<file path="config.mk">
export PLATFORM = sky130hd
export DESIGN_NAME = tcd_top
export DESIGN_NICKNAME = d
export VERILOG_FILES = /design/src/rtl/tcd_pkg.sv /design/src/rtl/tcd_addr_decode.sv /design/src/rtl/tcd_word_decode.sv /design/src/rtl/tcd_top.sv
export SDC_FILE = /design/constraint.sdc
export NUM_CORES = 1
export LEC_CHECK = 0
export BUFFER_PORTS_ARGS = -buffer_cell sky130_fd_sc_hd__buf_2
export CORE_ASPECT_RATIO = 2
export CORE_MARGIN = 2
export CORE_UTILIZATION = 47
export DETAILED_ROUTE_END_ITERATION = 10
export GPL_TIMING_DRIVEN = 0
export PLACE_DENSITY = 0.82
export SETUP_SLACK_MARGIN = 0.15
export SLEW_MARGIN = 20
export SYNTH_ARGS = -nofsm -noshare
export SYNTH_HDL_FRONTEND = slang
export SYNTH_SLANG_ARGS = --single-unit
</file>
<file path="constraint.sdc">
create_clock -name clk -period 3.3 [get_ports clk]
set_input_delay 0.165 -clock clk [delete_from_list [all_inputs] [get_ports clk]]
set_output_delay 0.165 -clock clk [all_outputs]
set_load 0.05 [all_outputs]
</file>
<file path="src/rtl/tcd_pkg.sv">
package tcd_pkg;

  // access field of a control word
  typedef enum logic [1:0] {
    ACC_FREEZE = 2'b00,
    ACC_LOW    = 2'b01,
    ACC_HIGH   = 2'b10,
    ACC_WORD   = 2'b11
  } acc_e;

  localparam logic [1:0] SEL_MULTI   = 2'b11;
  localparam logic [1:0] RB_COUNT    = 2'b01;
  localparam logic [1:0] RB_STATUS   = 2'b10;
  localparam int         CW_W        = 8;

  typedef struct packed {
    logic [1:0] sel;
    logic [1:0] acc;
    logic [2:0] mode;
    logic       bcd;
  } ctrl_word_t;

  // modes 6 and 7 alias modes 2 and 3
  function automatic logic [2:0] fold_mode(input logic [2:0] m);
    return (m[2] && m[1]) ? {1'b0, m[1:0]} : m;
  endfunction

endpackage

</file>
<file path="src/rtl/tcd_addr_decode.sv">
module tcd_addr_decode #(
  parameter int ADDR_W    = 8,
  parameter int NUM_CH    = 3,
  parameter int BASE_ADDR = 'h40
) (
  input  logic [ADDR_W-1:0] addr,
  output logic [NUM_CH-1:0] data_hit,
  output logic              cmd_hit
);
  localparam logic [ADDR_W-1:0] CMD_PORT = ADDR_W'(BASE_ADDR + NUM_CH);

  for (genvar ch = 0; ch < NUM_CH; ch++) begin : g_port
    localparam logic [ADDR_W-1:0] PORT = ADDR_W'(BASE_ADDR + ch);
    assign data_hit[ch] = (addr == PORT);
  end

  assign cmd_hit = (addr == CMD_PORT);
endmodule

</file>
<file path="src/rtl/tcd_word_decode.sv">
module tcd_word_decode
  import tcd_pkg::*;
#(
  parameter int NUM_CH = 3
) (
  input  logic               en,
  input  logic [CW_W-1:0]    word,
  output logic [NUM_CH-1:0]  prog,
  output logic [NUM_CH-1:0]  freeze_cnt,
  output logic [NUM_CH-1:0]  freeze_sts
);
  ctrl_word_t cw;
  logic       multi, direct, is_freeze;

  assign cw        = ctrl_word_t'(word);
  assign multi     = en && (cw.sel == SEL_MULTI);
  assign direct    = en && (cw.sel != SEL_MULTI);
  assign is_freeze = (acc_e'(cw.acc) == ACC_FREEZE);

  for (genvar ch = 0; ch < NUM_CH; ch++) begin : g_ch
    logic hit, rb_sel;
    assign hit = direct && (cw.sel == 2'(ch));
    if (ch < 3) begin : g_rb
      assign rb_sel = multi && word[ch+1];
    end else begin : g_norb
      assign rb_sel = 1'b0;
    end
    assign prog[ch]       = hit && !is_freeze;
    assign freeze_cnt[ch] = (hit && is_freeze) || (rb_sel && cw.acc == RB_COUNT);
    assign freeze_sts[ch] = rb_sel && (cw.acc == RB_STATUS);
  end
endmodule

</file>
<file path="src/rtl/tcd_top.sv">
module tcd_top
  import tcd_pkg::*;
#(
  parameter int ADDR_W    = 8,
  parameter int DATA_W    = 8,
  parameter int NUM_CH    = 3,
  parameter int BASE_ADDR = 'h40
) (
  input  logic                     clk,
  input  logic                     rst,
  input  logic                     wr_en,
  input  logic                     rd_en,
  input  logic [ADDR_W-1:0]        addr,
  input  logic [DATA_W-1:0]        wdata,
  input  logic [NUM_CH*DATA_W-1:0] chan_rdata,
  output logic [DATA_W-1:0]        rdata,
  output logic [NUM_CH-1:0]        prog_stb,
  output logic [NUM_CH-1:0]        latch_cnt_stb,
  output logic [NUM_CH-1:0]        latch_sts_stb,
  output logic [2:0]               mode_out,
  output logic [1:0]               access_out,
  output logic                     bcd_out,
  output logic [NUM_CH-1:0]        data_wr_stb,
  output logic [NUM_CH-1:0]        data_rd_stb,
  output logic [DATA_W-1:0]        data_out
);
  localparam logic [ADDR_W-1:0] CMD_PORT = ADDR_W'(BASE_ADDR + NUM_CH);

  logic [NUM_CH-1:0] data_hit;
  logic              cmd_hit;
  logic [NUM_CH-1:0] prog_n, fcnt_n, fsts_n;
  logic [DATA_W-1:0] rd_mux;
  ctrl_word_t        cw;

  tcd_addr_decode #(.ADDR_W(ADDR_W), .NUM_CH(NUM_CH), .BASE_ADDR(BASE_ADDR)) u_addr (
    .addr(addr), .data_hit(data_hit), .cmd_hit(cmd_hit)
  );

  tcd_word_decode #(.NUM_CH(NUM_CH)) u_word (
    .en(wr_en && cmd_hit), .word(wdata[CW_W-1:0]),
    .prog(prog_n), .freeze_cnt(fcnt_n), .freeze_sts(fsts_n)
  );

  assign cw = ctrl_word_t'(wdata[CW_W-1:0]);

  always_comb begin
    rd_mux = '0;
    for (int ch = 0; ch < NUM_CH; ch++)
      if (data_hit[ch]) rd_mux = chan_rdata[ch*DATA_W +: DATA_W];
  end

  always_ff @(posedge clk) begin
    if (rst) begin
      prog_stb      <= '0;
      latch_cnt_stb <= '0;
      latch_sts_stb <= '0;
      data_wr_stb   <= '0;
      data_rd_stb   <= '0;
      mode_out      <= '0;
      access_out    <= '0;
      bcd_out       <= 1'b0;
      data_out      <= '0;
      rdata         <= '0;
    end else begin
      prog_stb      <= prog_n;
      latch_cnt_stb <= fcnt_n;
      latch_sts_stb <= fsts_n;
      data_wr_stb   <= wr_en ? data_hit : '0;
      data_rd_stb   <= rd_en ? data_hit : '0;
      if (|prog_n) begin
        mode_out   <= fold_mode(cw.mode);
        access_out <= cw.acc;
        bcd_out    <= cw.bcd;
      end
      if (wr_en && |data_hit) data_out <= wdata;
      if (rd_en) rdata <= rd_mux;
    end
  end

  // at most one channel per program or data access
  a_r2_prog_onehot: assert property (@(posedge clk) disable iff (rst)
    $onehot0(prog_stb));
  a_r8_data_onehot: assert property (@(posedge clk) disable iff (rst)
    $onehot0(data_wr_stb) && $onehot0(data_rd_stb));

  // no strobe without an access on the previous cycle
  a_r12_no_idle_strobe: assert property (@(posedge clk) disable iff (rst)
    (!wr_en && !rd_en) |=> (prog_stb == '0 && latch_cnt_stb == '0 &&
                            latch_sts_stb == '0 && data_wr_stb == '0 && data_rd_stb == '0));

  // a freeze word keeps the forwarded fields
  a_r4_freeze_keeps_fields: assert property (@(posedge clk) disable iff (rst)
    (wr_en && addr == CMD_PORT && wdata[7:6] != SEL_MULTI && wdata[5:4] == 2'b00)
      |=> $stable({mode_out, access_out, bcd_out}));

  // command-port read yields zero
  a_r10_cmd_read_zero: assert property (@(posedge clk) disable iff (rst)
    (rd_en && addr == CMD_PORT) |=> (rdata == '0));

endmodule

</file>
# After elaboration in Yosys (flattened, before gate mapping)
# Index checks and enable logic that the tools add are counted.
dict set report word_totals {
  regBits 37
  out_inout_bits 37
  in_bits 44
  elab_cells 59
}
dict set report op_classes {
  n_reduce_logical 33
  eq_ne 10
  bitwise_logic 2
  muxes 4
}
# operator count
set ops {}
lappend ops {{8-bit by 7-bit == test with 1-bit output, second input constant} 4}
lappend ops {{8-bit 2-to-1 mux} 3}
lappend ops {{1-bit logical AND} 23}
lappend ops {{2-bit == test, second input constant} 3}
lappend ops {{3-bit OR reduction} 2}
lappend ops {{2-bit by 1-bit == test with 1-bit output, second input constant} 2}
lappend ops {{2-bit logical NOT} 2}
lappend ops {{2-bit OR reduction} 2}
lappend ops {{1-bit logical OR} 3}
lappend ops {{3-bit 2-to-1 mux} 1}
lappend ops {{2-bit inequality test, second input constant} 1}
lappend ops {{1-bit NOT} 2}
lappend ops {{1-bit logical NOT} 1}

# Longest topological paths before layout
dict set report logic_depth {
  word_depth 6
  ltp_mapped 6
  depth_no_buf 4
}

# Modules after synthesis
# From an unflattened synthesis, not the netlist that was laid out.
dict set report hier_totals {
  hier_cells 170
  hier_area_um2 1579.0
}
# mod cells_each seq_area_each_um2 n_inst area_per_inst_um2
set modules_own_cells {}
lappend modules_own_cells {tcd_top 139 740.7 1 1365.1}
lappend modules_own_cells {tcd_word_decode 24 0.0 1 146.4}
lappend modules_own_cells {tcd_addr_decode 7 0.0 1 67.6}

# Least setup slack after synthesis
# Ideal clock, no wire load.
dict set report synth_timing {
  path_type {in2reg}
  start {in addr[3]}
  end {reg prog_stb[1]}
  setup_ns 0.073
  path_buffers 0
  arrival_time_ns 1.283
  required_ns 3.227
  path_stages 4
  slack_ns 1.944
  cell_sequence {nor4b_4 > nand2_2 > or4_4 > nor3b_2}
}
dict set report synth_between {
  elab_chain_cells 5
}
# item line
set synth_rtl {}
lappend synth_rtl {{start, declared} tcd_top.sv:13} ;# input logic [ADDR_W-1:0] addr,
lappend synth_rtl {{8-bit by 7-bit == test with 1-bit output} tcd_addr_decode.sv:17} ;# assign cmd_hit = (addr == CMD_PORT);
lappend synth_rtl {{1-bit logical AND} tcd_top.sv:40} ;# .en(wr_en && cmd_hit), .word(wdata[CW_W-1:0]),
lappend synth_rtl {{1-bit logical AND} tcd_word_decode.sv:17} ;# assign direct = en && (cw.sel != SEL_MULTI);
lappend synth_rtl {{1-bit logical AND} tcd_word_decode.sv:22} ;# assign hit = direct && (cw.sel == 2'(ch));
lappend synth_rtl {{1-bit logical AND} tcd_word_decode.sv:28} ;# assign prog[ch] = hit && !is_freeze;
lappend synth_rtl {{end signal, assigned} tcd_top.sv:65} ;# prog_stb <= prog_n;
lappend synth_rtl {{end, declared} tcd_top.sv:17} ;# output logic [NUM_CH-1:0] prog_stb,
# No other way between the ends.
# A chain may end at the register's enable or synchronous reset.

# Worst setup path in the final report
dict set report layout_timing {
  start {in addr[3]}
  end {reg rdata[3]}
}
dict set report layout_between {
  elab_chain_cells 4
  word_cells_on_any_way 6
  cone_classes {3 x eq/ne; 3 x mux}
}
# item line
set layout_rtl {}
lappend layout_rtl {{8-bit by 7-bit == test with 1-bit output} tcd_addr_decode.sv:14} ;# assign data_hit[ch] = (addr == PORT);
lappend layout_rtl {{8-bit 2-to-1 mux (2 in a row)} tcd_top.sv:49} ;# if (data_hit[ch]) rd_mux = chan_rdata[ch*DATA_W +: DATA_W];
lappend layout_rtl {{8-bit 2-to-1 mux *} tcd_top.sv:49}
lappend layout_rtl {{end signal, assigned} tcd_top.sv:76} ;# if (rd_en) rdata <= rd_mux;
lappend layout_rtl {{end, declared} tcd_top.sv:16} ;# output logic [DATA_W-1:0] rdata,
# Mark *: on every way between the ends. The rest lies on a longest branch, timed or not.

==> flow_summary.ini <==
[sta]
timing.final.crit_period_ns = 1.388
slew_violations = 0
fin_worst_hold_slack_ns = 0.1335
setup_viol = 0
setup_repair_after_global_routing_missed_its_margin = no
timing.final.crit_share = 0.4207
worstMarginPinSlew_ns = 0.5468
relative_slew_margins = 0.6309
tns_ns = 0
timing.final.hold_violations = 0
worst_clock_skew_ns = 0
fmax_mhz = 720.2

[setup_path]
path_cells = buf_2 -> nor4b_4 -> and3_1 -> buf_2 -> o311ai_0 -> a211oi_1
worst_setup_path_end_kind = flop
critPathLaunchType = input port
timing.critical_path.slowest_cell_delay_ns = 0.46
worst-setup-path-type = in -> reg
crit_family = simple AND/OR/NAND/NOR gates
worst-endpoint-required_ns = 3.50
cp_slowest_cell = sky130_fd_sc_hd__nor4b_4
cp_common_cell = sky130_fd_sc_hd__buf_2
worst_ep_arrival_time_ns = 1.59
worstPathMaxFanout = 8
sum_of_buffers_and_inverters_on_the_critical_path = 2

[status]
run_status = completed

[synth]
synth_edf_count = 0
synth_warnings = 0
ys_seq_area_frac = 0.4614
post_synth_inst_count = 180
ys_seq_elements = 37
syn_area_per_cell_sq_um = 8.918
dominantRegCellSynth = sky130_fd_sc_hd__dfxtp_1
synthesis.nets = 224
synth.distinct_cells = 28
ys_async_sr_fraction = 0
synth_area_sq_um = 1605

[hold_path]
holdCritPathClass = in -> reg

[global_route]
global_route_wire_length_before_repair_um = 6099
maximum_number_of_pins_on_one_net_before_global_route_repair = 12
number_of_global_route_vias_before_repair = 1419
globalRouteMet2Util = 0.3675
globalRouteTotalUtil = 0.2090
antenna_violations_before_repair = 0
global_route.peak_usage_layer = met2
groute.layer.met1.usage = 0.2222
use_met3 = 0.05417
grt_remaining_overflow = 0

[floorplanning]
die-area_sq_um = 3927
chipHeight_um = 86.65
number_of_placement_rows = 30
io_pins = 81
floorplan.core_area_sq_um = 3341
floorplan.initialDensity = 0.4805
die_w_um = 45.33

[power]
power_density_nw_per_um2 = 427.7
power_uw = 916.3
comb_power_share = 0.082
power.internal_uw = 725.5
p_sw_frac = 0.2082
power.net_switching_uw = 190.7
p_clk_frac = 0.430
ir_drop_mv = 0.2820
sequentialPowerShare = 0.488
p_leak_nw = 1.031

[finish]
layout.nets = 307
fillers = 302
diodes = 0
drive_gt1_frac = 0.3523
area_delta_synth_final_pct = 33.44

[clock_network]
cts_inserted_buffers = 5
post-cts-setup-buffer-count = 0
cts.path.max_buffers = 2
clock-sinks = 37
cts.repair.resized = 0
cts-htree-levels = 2
cts.clk_slew.worst_paths_ns = 0.07
tritoncts_clock_tree = done
worstSkewPairLatency_ns = 0.29
postCtsHoldBufs = 0
clockRootBuffer = sky130_fd_sc_hd__clkbuf_8

[routing]
final_antenna_net_count = 0
drt_iter0_drc = 18
dr_total_vias = 1536
detail_route.wirelength_um = 3789
vias_per_cell = 5.189
detail_route.first_pass.iterations = 4
post_drt_wl_per_cell_um = 12.80
residual_drc_count = 0

[placement]
dpl.hpwl_um = 3053
gp_congestion = 0.7307
placement.io_buffers = 76

[job]
timing.max_cap.violations = 0
[cells in the mapped netlist (2+ instances only)]
library cell | instances | area share
sky130_fd_sc_hd__nand2b_1 | 15 | 0.058
sky130_fd_sc_hd__nand4b_1 | 4 | 0.022
sky130_fd_sc_hd__buf_2 | 3 | 0.0094
sky130_fd_sc_hd__nor3b_2 | 3 | 0.023
sky130_fd_sc_hd__nor2_1 | 26 | 0.061
sky130_fd_sc_hd__nor2b_1 | 2 | 0.0078
sky130_fd_sc_hd__o2bb2ai_1 | 2 | 0.011
sky130_fd_sc_hd__a211oi_1 | 8 | 0.037
sky130_fd_sc_hd__nor3_1 | 3 | 0.0094
sky130_fd_sc_hd__nand3_1 | 6 | 0.019
sky130_fd_sc_hd__mux2i_1 | 8 | 0.050
sky130_fd_sc_hd__dfxtp_1 | 37 | 0.46
sky130_fd_sc_hd__o21ai_0 | 14 | 0.044
sky130_fd_sc_hd__inv_1 | 8 | 0.019
sky130_fd_sc_hd__clkbuf_1 | 10 | 0.023
sky130_fd_sc_hd__o311ai_0 | 8 | 0.044
sky130_fd_sc_hd__nor4_1 | 4 | 0.016
sky130_fd_sc_hd__nand2_1 | 5 | 0.012
sky130_fd_sc_hd__and2_1 | 5 | 0.019
[state kept, by name, summed over array words and instances, names as in the netlist]
name           flops
prog_stb           3
latch_sts_stb      3
data_rd_stb        3
mode_out           3
data_wr_stb        3
rdata              8
bcd_out            1
data_out           8
access_out         2
latch_cnt_stb      3
[per-stage QoR]
| step | utilization | worst slack, ns | cell area (sq um) | std cells |
|---|---|---|---|---|
| 4_1_cts | 0.6412 | 1.912 | 2142 | 296 |
| 3_3_place_gp | 0.6064 | 1.669 | 2026 | 288 |
| 3_5_place_dp | 0.6064 | 1.598 | 2026 | 288 |
| 6_report | 0.6412 | 1.912 | 2142 | 296 |
| 2_1_floorplan | - | 1.944 | 1605 | 180 |
| 5_1_grt | 0.6412 | 1.770 | 2142 | 296 |
[cells in the final DEF, fill, tap and decap left out, types with 2 or more instances in the layout]
master                      instances
sky130_fd_sc_hd__o21ai_0           14
sky130_fd_sc_hd__nor2b_1            2
sky130_fd_sc_hd__inv_1              8
sky130_fd_sc_hd__nand2_1            5
sky130_fd_sc_hd__nor2_1            26
sky130_fd_sc_hd__a211oi_1           8
sky130_fd_sc_hd__nor3_1             3
sky130_fd_sc_hd__o2bb2ai_1          2
sky130_fd_sc_hd__nand4b_1           4
sky130_fd_sc_hd__nor3b_2            3
sky130_fd_sc_hd__nand2b_1          15
sky130_fd_sc_hd__clkbuf_1          11
sky130_fd_sc_hd__dfxtp_1           37
sky130_fd_sc_hd__clkbuf_8           6
sky130_fd_sc_hd__nand3_1            6
sky130_fd_sc_hd__o311ai_0           8
sky130_fd_sc_hd__and2_1             5
sky130_fd_sc_hd__buf_2             79
sky130_fd_sc_hd__nor4_1             4
sky130_fd_sc_hd__mux2i_1            8
[kinds of logic (layout without fill, tap and decap cells)]
logic type      count (synthesis)  after routing  share of synthesized area
simple gates                   81             81                     0.2977
flops                          37             37                     0.4614
compound gates                 33             33                     0.1395
buf+inv                        21            105                    0.05144
mux                             8              8                    0.04989
[layer usage]
metal	up-vias	wire (um)
li1	795	-
met1	685	1376
met2	51	2125
met3	5	215
met4	0	71
met5	-	0
[path summary, 6_finish.rpt]
check | start | endpoint | slack, ns | cells past startpoint
max | addr[3] | rdata[3]$_SDFFE_PP0P_ | 1.91 | 6
min | wdata[1] | latch_sts_stb[0]$_SDFF_PP0_ | 0.13 | 2
max reg2reg | rdata[2]$_SDFFE_PP0P_ | rdata[2]$_SDFFE_PP0P_ | 2.58 | 2
min reg2reg | rdata[6]$_SDFFE_PP0P_ | rdata[6]$_SDFFE_PP0P_ | 0.48 | 2
[layout make-up]
cell class / count / area, sq um / area share
Buffer: 13 / 52.55 / 0.02453
Clock buffer: 7 / 86.33 / 0.04030
Clock inverter: 1 / 30.03 / 0.01402
Inverter: 8 / 30.03 / 0.01402
Multi-Input combinational cell: 122 / 782.0 / 0.3651
Sequential cell: 37 / 740.7 / 0.3458
Tap cell: 32 / 40.04 / 0.01869
Timing Repair Buffer: 76 / 380.4 / 0.1776
[power groups by stage]
stage,clock [mW],combinational (mW),sequential [mW]
after global routing,0.423,0.0838,0.447
after CTS,0.400,0.0754,0.447
after detailed placement,0,0.0752,0.458
after global placement,0,0.0743,0.458
final,0.394,0.0751,0.447
after floorplan,0,0.0350,0.460
Note: power is estimated with default switching activity, not from simulation.
